## src/rtl/trig_seq_pkg.sv

```systemverilog
package trig_seq_pkg;

   // Action taken by the sequencer at the next clock edge.
   typedef enum logic [2:0] {
      ACT_IDLE    = 3'd0,   // no valid sample, or already fired
      ACT_COUNT   = 3'd1,   // hit term seen, threshold not yet reached
      ACT_ADVANCE = 3'd2,   // hit recognised, go to successor
      ACT_ELSE    = 3'd3,   // else path taken
      ACT_FIRE    = 3'd4,   // hit recognised in final step
      ACT_ARM     = 3'd5    // restart
   } seq_act_t;

endpackage

```

## src/rtl/trig_seq_table.sv

```systemverilog
module trig_seq_table #(
   parameter int NUM_STATES = 16,
   parameter int CNT_W      = 20,
   parameter int SW         = 4
) (
   input  logic             clk,
   input  logic             rst_n,
   input  logic             we,
   input  logic [SW-1:0]    wr_idx,
   input  logic [CNT_W-1:0] wr_occ,
   input  logic [SW-1:0]    wr_hit_tgt,
   input  logic [SW-1:0]    wr_else_tgt,
   input  logic             wr_final,
   input  logic [SW-1:0]    rd_idx,
   output logic [CNT_W-1:0] rd_occ,
   output logic [SW-1:0]    rd_hit_tgt,
   output logic [SW-1:0]    rd_else_tgt,
   output logic             rd_final
);

   logic [CNT_W-1:0] occ_q      [NUM_STATES];
   logic [SW-1:0]    hit_tgt_q  [NUM_STATES];
   logic [SW-1:0]    else_tgt_q [NUM_STATES];
   logic             final_q    [NUM_STATES];

   for (genvar g = 0; g < NUM_STATES; g++) begin : g_entry
      logic sel;
      assign sel = we && (wr_idx == SW'(g));

      always_ff @(posedge clk or negedge rst_n) begin
         if (!rst_n) begin
            occ_q[g]      <= '0;
            hit_tgt_q[g]  <= '0;
            else_tgt_q[g] <= '0;
            final_q[g]    <= 1'b0;
         end else if (sel) begin
            occ_q[g]      <= wr_occ;
            hit_tgt_q[g]  <= wr_hit_tgt;
            else_tgt_q[g] <= wr_else_tgt;
            final_q[g]    <= wr_final;
         end
      end
   end

   assign rd_occ      = occ_q[rd_idx];
   assign rd_hit_tgt  = hit_tgt_q[rd_idx];
   assign rd_else_tgt = else_tgt_q[rd_idx];
   assign rd_final    = final_q[rd_idx];

endmodule

```

## src/rtl/trig_seq_occ.sv

```systemverilog
module trig_seq_occ #(
   parameter int CNT_W = 20
) (
   input  logic             clk,
   input  logic             rst_n,
   input  logic             clr,
   input  logic             inc,
   input  logic [CNT_W-1:0] thresh,
   output logic [CNT_W-1:0] cnt,
   output logic             reached
);

   localparam int EW = CNT_W + 1;

   logic [EW-1:0] eff_thresh;
   logic [EW-1:0] next_cnt;

   // A threshold of zero is treated as one.
   assign eff_thresh = (thresh == '0) ? EW'(1) : {1'b0, thresh};
   assign next_cnt   = {1'b0, cnt} + EW'(1);
   assign reached    = (next_cnt >= eff_thresh);

   always_ff @(posedge clk or negedge rst_n) begin
      if (!rst_n)   cnt <= '0;
      else if (clr) cnt <= '0;
      else if (inc) cnt <= next_cnt[CNT_W-1:0];
   end

endmodule

```

## src/rtl/trig_seq_decide.sv

```systemverilog
module trig_seq_decide
   import trig_seq_pkg::*;
(
   input  logic     arm,
   input  logic     valid,
   input  logic     fired,
   input  logic     hit_bit,
   input  logic     else_bit,
   input  logic     reached,
   input  logic     is_final,
   output seq_act_t act
);

   always_comb begin
      act = ACT_IDLE;
      if (arm) begin
         act = ACT_ARM;
      end else if (valid && !fired) begin
         if (hit_bit) begin
            if (!reached)     act = ACT_COUNT;
            else if (is_final) act = ACT_FIRE;
            else              act = ACT_ADVANCE;
         end else if (else_bit) begin
            act = ACT_ELSE;
         end
      end
   end

endmodule

```

## src/rtl/trig_sequencer.sv

```systemverilog
module trig_sequencer
   import trig_seq_pkg::*;
#(
   parameter  int NUM_STATES = 16,
   parameter  int CNT_W      = 20,
   localparam int SW         = $clog2(NUM_STATES)
) (
   input  logic                  clk,
   input  logic                  rst_n,
   input  logic                  arm,
   input  logic                  cfg_we,
   input  logic [SW-1:0]         cfg_idx,
   input  logic [CNT_W-1:0]      cfg_occ,
   input  logic [SW-1:0]         cfg_hit_tgt,
   input  logic [SW-1:0]         cfg_else_tgt,
   input  logic                  cfg_final,
   input  logic                  sample_valid,
   input  logic [NUM_STATES-1:0] hit_terms,
   input  logic [NUM_STATES-1:0] else_terms,
   input  logic [NUM_STATES-1:0] cap_terms,
   output logic                  capture,
   output logic                  fired
);

   initial begin
      assert (NUM_STATES >= 2 && (1 << SW) == NUM_STATES)
         else $error("NUM_STATES must be a power of two, at least 2");
      assert (CNT_W >= 1 && CNT_W <= 31)
         else $error("CNT_W must be between 1 and 31");
   end

   logic [SW-1:0]    cur_state;
   logic [CNT_W-1:0] occ_cnt;
   logic             occ_reached;
   logic [CNT_W-1:0] ent_occ;
   logic [SW-1:0]    ent_hit_tgt;
   logic [SW-1:0]    ent_else_tgt;
   logic             ent_final;
   seq_act_t         act;
   logic             occ_clr;
   logic             occ_inc;

   trig_seq_table #(
      .NUM_STATES (NUM_STATES),
      .CNT_W      (CNT_W),
      .SW         (SW)
   ) u_table (
      .clk         (clk),
      .rst_n       (rst_n),
      .we          (cfg_we),
      .wr_idx      (cfg_idx),
      .wr_occ      (cfg_occ),
      .wr_hit_tgt  (cfg_hit_tgt),
      .wr_else_tgt (cfg_else_tgt),
      .wr_final    (cfg_final),
      .rd_idx      (cur_state),
      .rd_occ      (ent_occ),
      .rd_hit_tgt  (ent_hit_tgt),
      .rd_else_tgt (ent_else_tgt),
      .rd_final    (ent_final)
   );

   assign occ_clr = (act == ACT_ARM) || (act == ACT_ADVANCE) || (act == ACT_ELSE);
   assign occ_inc = (act == ACT_COUNT);

   trig_seq_occ #(
      .CNT_W (CNT_W)
   ) u_occ (
      .clk     (clk),
      .rst_n   (rst_n),
      .clr     (occ_clr),
      .inc     (occ_inc),
      .thresh  (ent_occ),
      .cnt     (occ_cnt),
      .reached (occ_reached)
   );

   trig_seq_decide u_decide (
      .arm      (arm),
      .valid    (sample_valid),
      .fired    (fired),
      .hit_bit  (hit_terms[cur_state]),
      .else_bit (else_terms[cur_state]),
      .reached  (occ_reached),
      .is_final (ent_final),
      .act      (act)
   );

   always_ff @(posedge clk or negedge rst_n) begin
      if (!rst_n) begin
         cur_state <= '0;
         fired     <= 1'b0;
      end else begin
         case (act)
            ACT_ARM: begin
               cur_state <= '0;
               fired     <= 1'b0;
            end
            ACT_ADVANCE: cur_state <= ent_hit_tgt;
            ACT_ELSE:    cur_state <= ent_else_tgt;
            ACT_FIRE:    fired     <= 1'b1;
            default: ;
         endcase
      end
   end

   assign capture = sample_valid && (fired || cap_terms[cur_state]);

endmodule

```

## config.mk

```make
export PLATFORM = sky130hd
export DESIGN_NAME = trig_sequencer
export DESIGN_NICKNAME = d
export VERILOG_FILES = /design/src/rtl/trig_seq_pkg.sv /design/src/rtl/trig_seq_table.sv /design/src/rtl/trig_seq_occ.sv /design/src/rtl/trig_seq_decide.sv /design/src/rtl/trig_sequencer.sv
export SDC_FILE = /design/constraint.sdc
export NUM_CORES = 1
export LEC_CHECK = 0
export BUFFER_PORTS_ARGS = -buffer_cell sky130_fd_sc_hd__buf_2
export CAP_MARGIN = 20
export CORE_MARGIN = 3
export CORE_UTILIZATION = 44
export DETAILED_ROUTE_END_ITERATION = 16
export PLACE_DENSITY = 0.64
export SYNTH_ARGS = -nofsm -noshare
export SYNTH_HDL_FRONTEND = slang
export SYNTH_SLANG_ARGS = --single-unit
export TNS_END_PERCENT = 5
```

## constraint.sdc

```tcl
create_clock -name clk -period 8.7 [get_ports clk]
set_input_delay 1.74 -clock clk [delete_from_list [all_inputs] [get_ports clk]]
set_output_delay 1.74 -clock clk [all_outputs]
set_load 0.005 [all_outputs]
```

==> metrics.csv <==
metric,value,unit
hold path startpoint,u_table.hit_tgt_q[38],
WP data arrival,5740,ps
peak supply drop,0.134,mV
Hold Crit Class,reg -> reg,
initial detailed-routing violation count,908,
layout overhead on the synthesized area,12.5,%
fmax,0.190,GHz
fraction of the cycle the final worst path needs,0.605,
insertion delay to the later sink of the worst-skew pair,590,ps
kind of critical path,reg -> reg,
Total GRT Usage,0.203,
vias per cell,5.85,
HPWL reported at the end of detailed placement,31300,um
wire length per cell after detailed routing,25.0,um
clock buffer depth,3,
number of primary I/O pins,88,
crit path capture type,flip-flop,
Num CTS Buffers,52,
Placed Instance Area,24100,um^2
cell at the root of the clock tree,sky130_fd_sc_hd__clkbuf_16,
CP Data Required Time,9170,ps
Port Buffers,87,
detailed-route via count,13060,
Mapped Cells,1459,
leakage power,0.0110,uW
post-CTS sizing,0,
RSZ-0062 raised after global routing,no,
net count reported at finish,1615,
MaxCap Viol Count,0,
clock transition time at the flip-flop clock pins of the worst setup and hold paths,60,ps
core utilization of the finished layout,0.503,
clock tree from TritonCTS,yes,
total power,6800,uW
areal power density over the cells,263,nW/um^2
Routed Antenna Nets,0,
first-pass iteration count of the detailed router,5,
FF-to-FF Start,cur_state[0],
sum of routed wire length over all layers,55900,um
actual slew at the worst max-slew pin,1170,ps
core area,51500,um^2
final instance area,25900,um^2
setup TNS after final layout,0,ps
cell with the most instances after synthesis,sky130_fd_sc_hd__dfrtp_1,
sequential element share of the synthesized area,0.531,
leading area contributor after synthesis,sky130_fd_sc_hd__dfrtp_1,
async set-reset flop share out of synthesis,1.00,
clock sink count,489,
area share of the largest cell type after synthesis,0.531,
count of flip-flops with a built-in enable after synthesis,0,
warning count from the yosys run,0,
startpoint class of the critical path,flip-flop,
max-slew violation total from the final report,0,
H-tree depth reported by CTS,2,
most common flop cell mapped by yosys,sky130_fd_sc_hd__dfrtp_1,
vias in the first global route,13924,
cell types with the largest area share after synthesis,"sky130_fd_sc_hd__dfrtp_1 53%, sky130_fd_sc_hd__mux2_2 23%, sky130_fd_sc_hd__mux4_2 14%",
initial cell density of the core,0.447,
vertical extent of the die,235,um
critical path startpoint,cur_state[0],
Final Hold Slack,499,ps
Setup-failing EPs final,0,
number of cell rows,83,
Mapped Avg Cell Area,15.8,um^2
most frequent cells after synthesis,"489 x sky130_fd_sc_hd__dfrtp_1, 465 x sky130_fd_sc_hd__mux2_2, 142 x sky130_fd_sc_hd__mux4_2",
placer's final routability congestion estimate,0.850,
die width,235,um
worst max-slew margin expressed relative to the limit,0.218,
maximum number of pins on one net before global-route repair,161,
netlist area before placement,23000,um^2
largest fanout on the critical path,82,
drt drc,0,
DIE AREA,55100,um^2
post-route clock skew,12.2,ps
wire length of the first global-routing pass,86700,um
share of final-layout standard cells stronger than drive strength 1,0.540,
count of endpoints failing hold in the final timing report,0,
outcome,"complete, no violations",
remaining global-route overflow,0,
Post-CTS Setup Inserts,0,
Final min period,5260,ps
number of antenna violations at the first check in global routing,3,
Hold Buf Count CTS,0,
number of distinct library cells after synthesis,47,
synthesized net count,1566,
number of storage elements in the synthesis netlist,489,
-- where the power goes --
group	leakage, uW	total, uW	internal [uW]	switching (uW)
sequential	0.00603	3050	2780	269
combinational	0.00408	1490	873	613
clock	0.000878	2270	1350	912
-- state kept, by name, summed over array words and instances, names as in the netlist --
register and cells:
u_table.occ_q 320, u_table.else_tgt_q 64, u_table.hit_tgt_q 64, u_occ.cnt 20, u_table.final_q 16, cur_state 4, fired 1
-- area by class of cell --
class	instances	area (um^2)
Tap cell	680	851
Clock buffer	77	1560
Sequential cell	489	12200
Fill cell	4346	25600
Inverter	19	71.3
Multi-Input combinational cell	833	10300
Timing Repair Buffer	113	691
Clock inverter	19	209
Antenna cell	2	5.00
-- layout by cell type, fill, tap and decap left out, types with 4 or more instances in the layout --
| master | Yosys | layout |
|---|---|---|
| sky130_fd_sc_hd__nor3_1 | 6 | 6 |
| sky130_fd_sc_hd__nor2_1 | 30 | 21 |
| sky130_fd_sc_hd__or2_2 | 6 | 6 |
| sky130_fd_sc_hd__nor2_4 | 0 | 9 |
| sky130_fd_sc_hd__o21ai_1 | 13 | 13 |
| sky130_fd_sc_hd__nand3_1 | 10 | 10 |
| sky130_fd_sc_hd__buf_2 | 9 | 86 |
| sky130_fd_sc_hd__xnor2_1 | 5 | 5 |
| sky130_fd_sc_hd__bufinv_16 | 0 | 4 |
| sky130_fd_sc_hd__a21o_1 | 7 | 7 |
| sky130_fd_sc_hd__a21oi_1 | 8 | 8 |
| sky130_fd_sc_hd__xor2_1 | 7 | 7 |
| sky130_fd_sc_hd__mux2_2 | 465 | 465 |
| sky130_fd_sc_hd__inv_1 | 18 | 18 |
| sky130_fd_sc_hd__a221oi_1 | 8 | 8 |
| sky130_fd_sc_hd__clkinv_2 | 0 | 11 |
| sky130_fd_sc_hd__nand2_1 | 17 | 16 |
| sky130_fd_sc_hd__dfrtp_1 | 489 | 485 |
| sky130_fd_sc_hd__clkbuf_1 | 73 | 10 |
| sky130_fd_sc_hd__clkbuf_8 | 0 | 14 |
| sky130_fd_sc_hd__buf_4 | 3 | 22 |
| sky130_fd_sc_hd__nand2b_1 | 10 | 7 |
| sky130_fd_sc_hd__ha_1 | 21 | 21 |
| sky130_fd_sc_hd__mux4_1 | 10 | 10 |
| sky130_fd_sc_hd__nand4_1 | 6 | 6 |
| sky130_fd_sc_hd__clkbuf_16 | 0 | 53 |
| sky130_fd_sc_hd__nor4_1 | 5 | 4 |
| sky130_fd_sc_hd__a22o_1 | 22 | 22 |
| sky130_fd_sc_hd__buf_12 | 2 | 4 |
| sky130_fd_sc_hd__mux4_2 | 142 | 142 |
-- stage by stage --
| step | std cells | worst slack (ps) |
|---|---|---|
| 3_5_place_dp | 2134 | 3430 |
| 4_1_cts | 2230 | 3400 |
| 6_report | 2232 | 3440 |
| 5_1_grt | 2231 | 3110 |
| 3_3_place_gp | 2134 | 3420 |
| 2_1_floorplan | 1459 | 4140 |
-- cell families (layout without fill, tap and decap cells) --
kind of cell	count (synthesis)	after routing	share of synthesized area
mux	617	617	0.378
flops	489	489	0.531
buf+inv	137	228	0.0264
simple gates	109	109	0.0246
compound gates	74	74	0.0239
fa+ha+maj	21	21	0.0114
xor+xnor	12	12	0.00456
other cells	0	2	0
-- worst paths after layout --
kind,to,slack (ps),cells after the start
worst max-delay path,u_occ.cnt[0],3440,15
worst min register to register,u_table.hit_tgt_q[38],500,1
max in group asynchronous,u_table.hit_tgt_q[29],5610,3
worst max register to register,u_occ.cnt[0],3440,15
min in group asynchronous,u_table.occ_q[251],1090,1
worst min-delay path,u_table.hit_tgt_q[38],500,1
-- worst max-delay path, cell delays in order, from the launching register on --
cell,delay (ps)
sky130_fd_sc_hd__dfrtp_4,670
sky130_fd_sc_hd__buf_12,600
sky130_fd_sc_hd__mux4_2,600
sky130_fd_sc_hd__mux4_2,540
sky130_fd_sc_hd__nor4_2,280
sky130_fd_sc_hd__nand2_1,180
sky130_fd_sc_hd__nor3_2,200
sky130_fd_sc_hd__a21o_1,130
sky130_fd_sc_hd__ha_1,220
sky130_fd_sc_hd__nand2b_1,140
sky130_fd_sc_hd__a21oi_1,150
sky130_fd_sc_hd__o21ai_0,90
sky130_fd_sc_hd__a22o_1,290
sky130_fd_sc_hd__o311a_1,340
sky130_fd_sc_hd__o21ba_2,340
sky130_fd_sc_hd__mux2_2,300
-- layer usage --
layer,vias to the layer above,part of all wire,global-route usage
met5,-,0.00013,0
met4,2,0.018,0.0475
met3,72,0.036,0.0273
met2,214,0.47,0.322
met1,7167,0.47,0.299
li1,5605,-,-
Power figures use the tool's default switching activity.
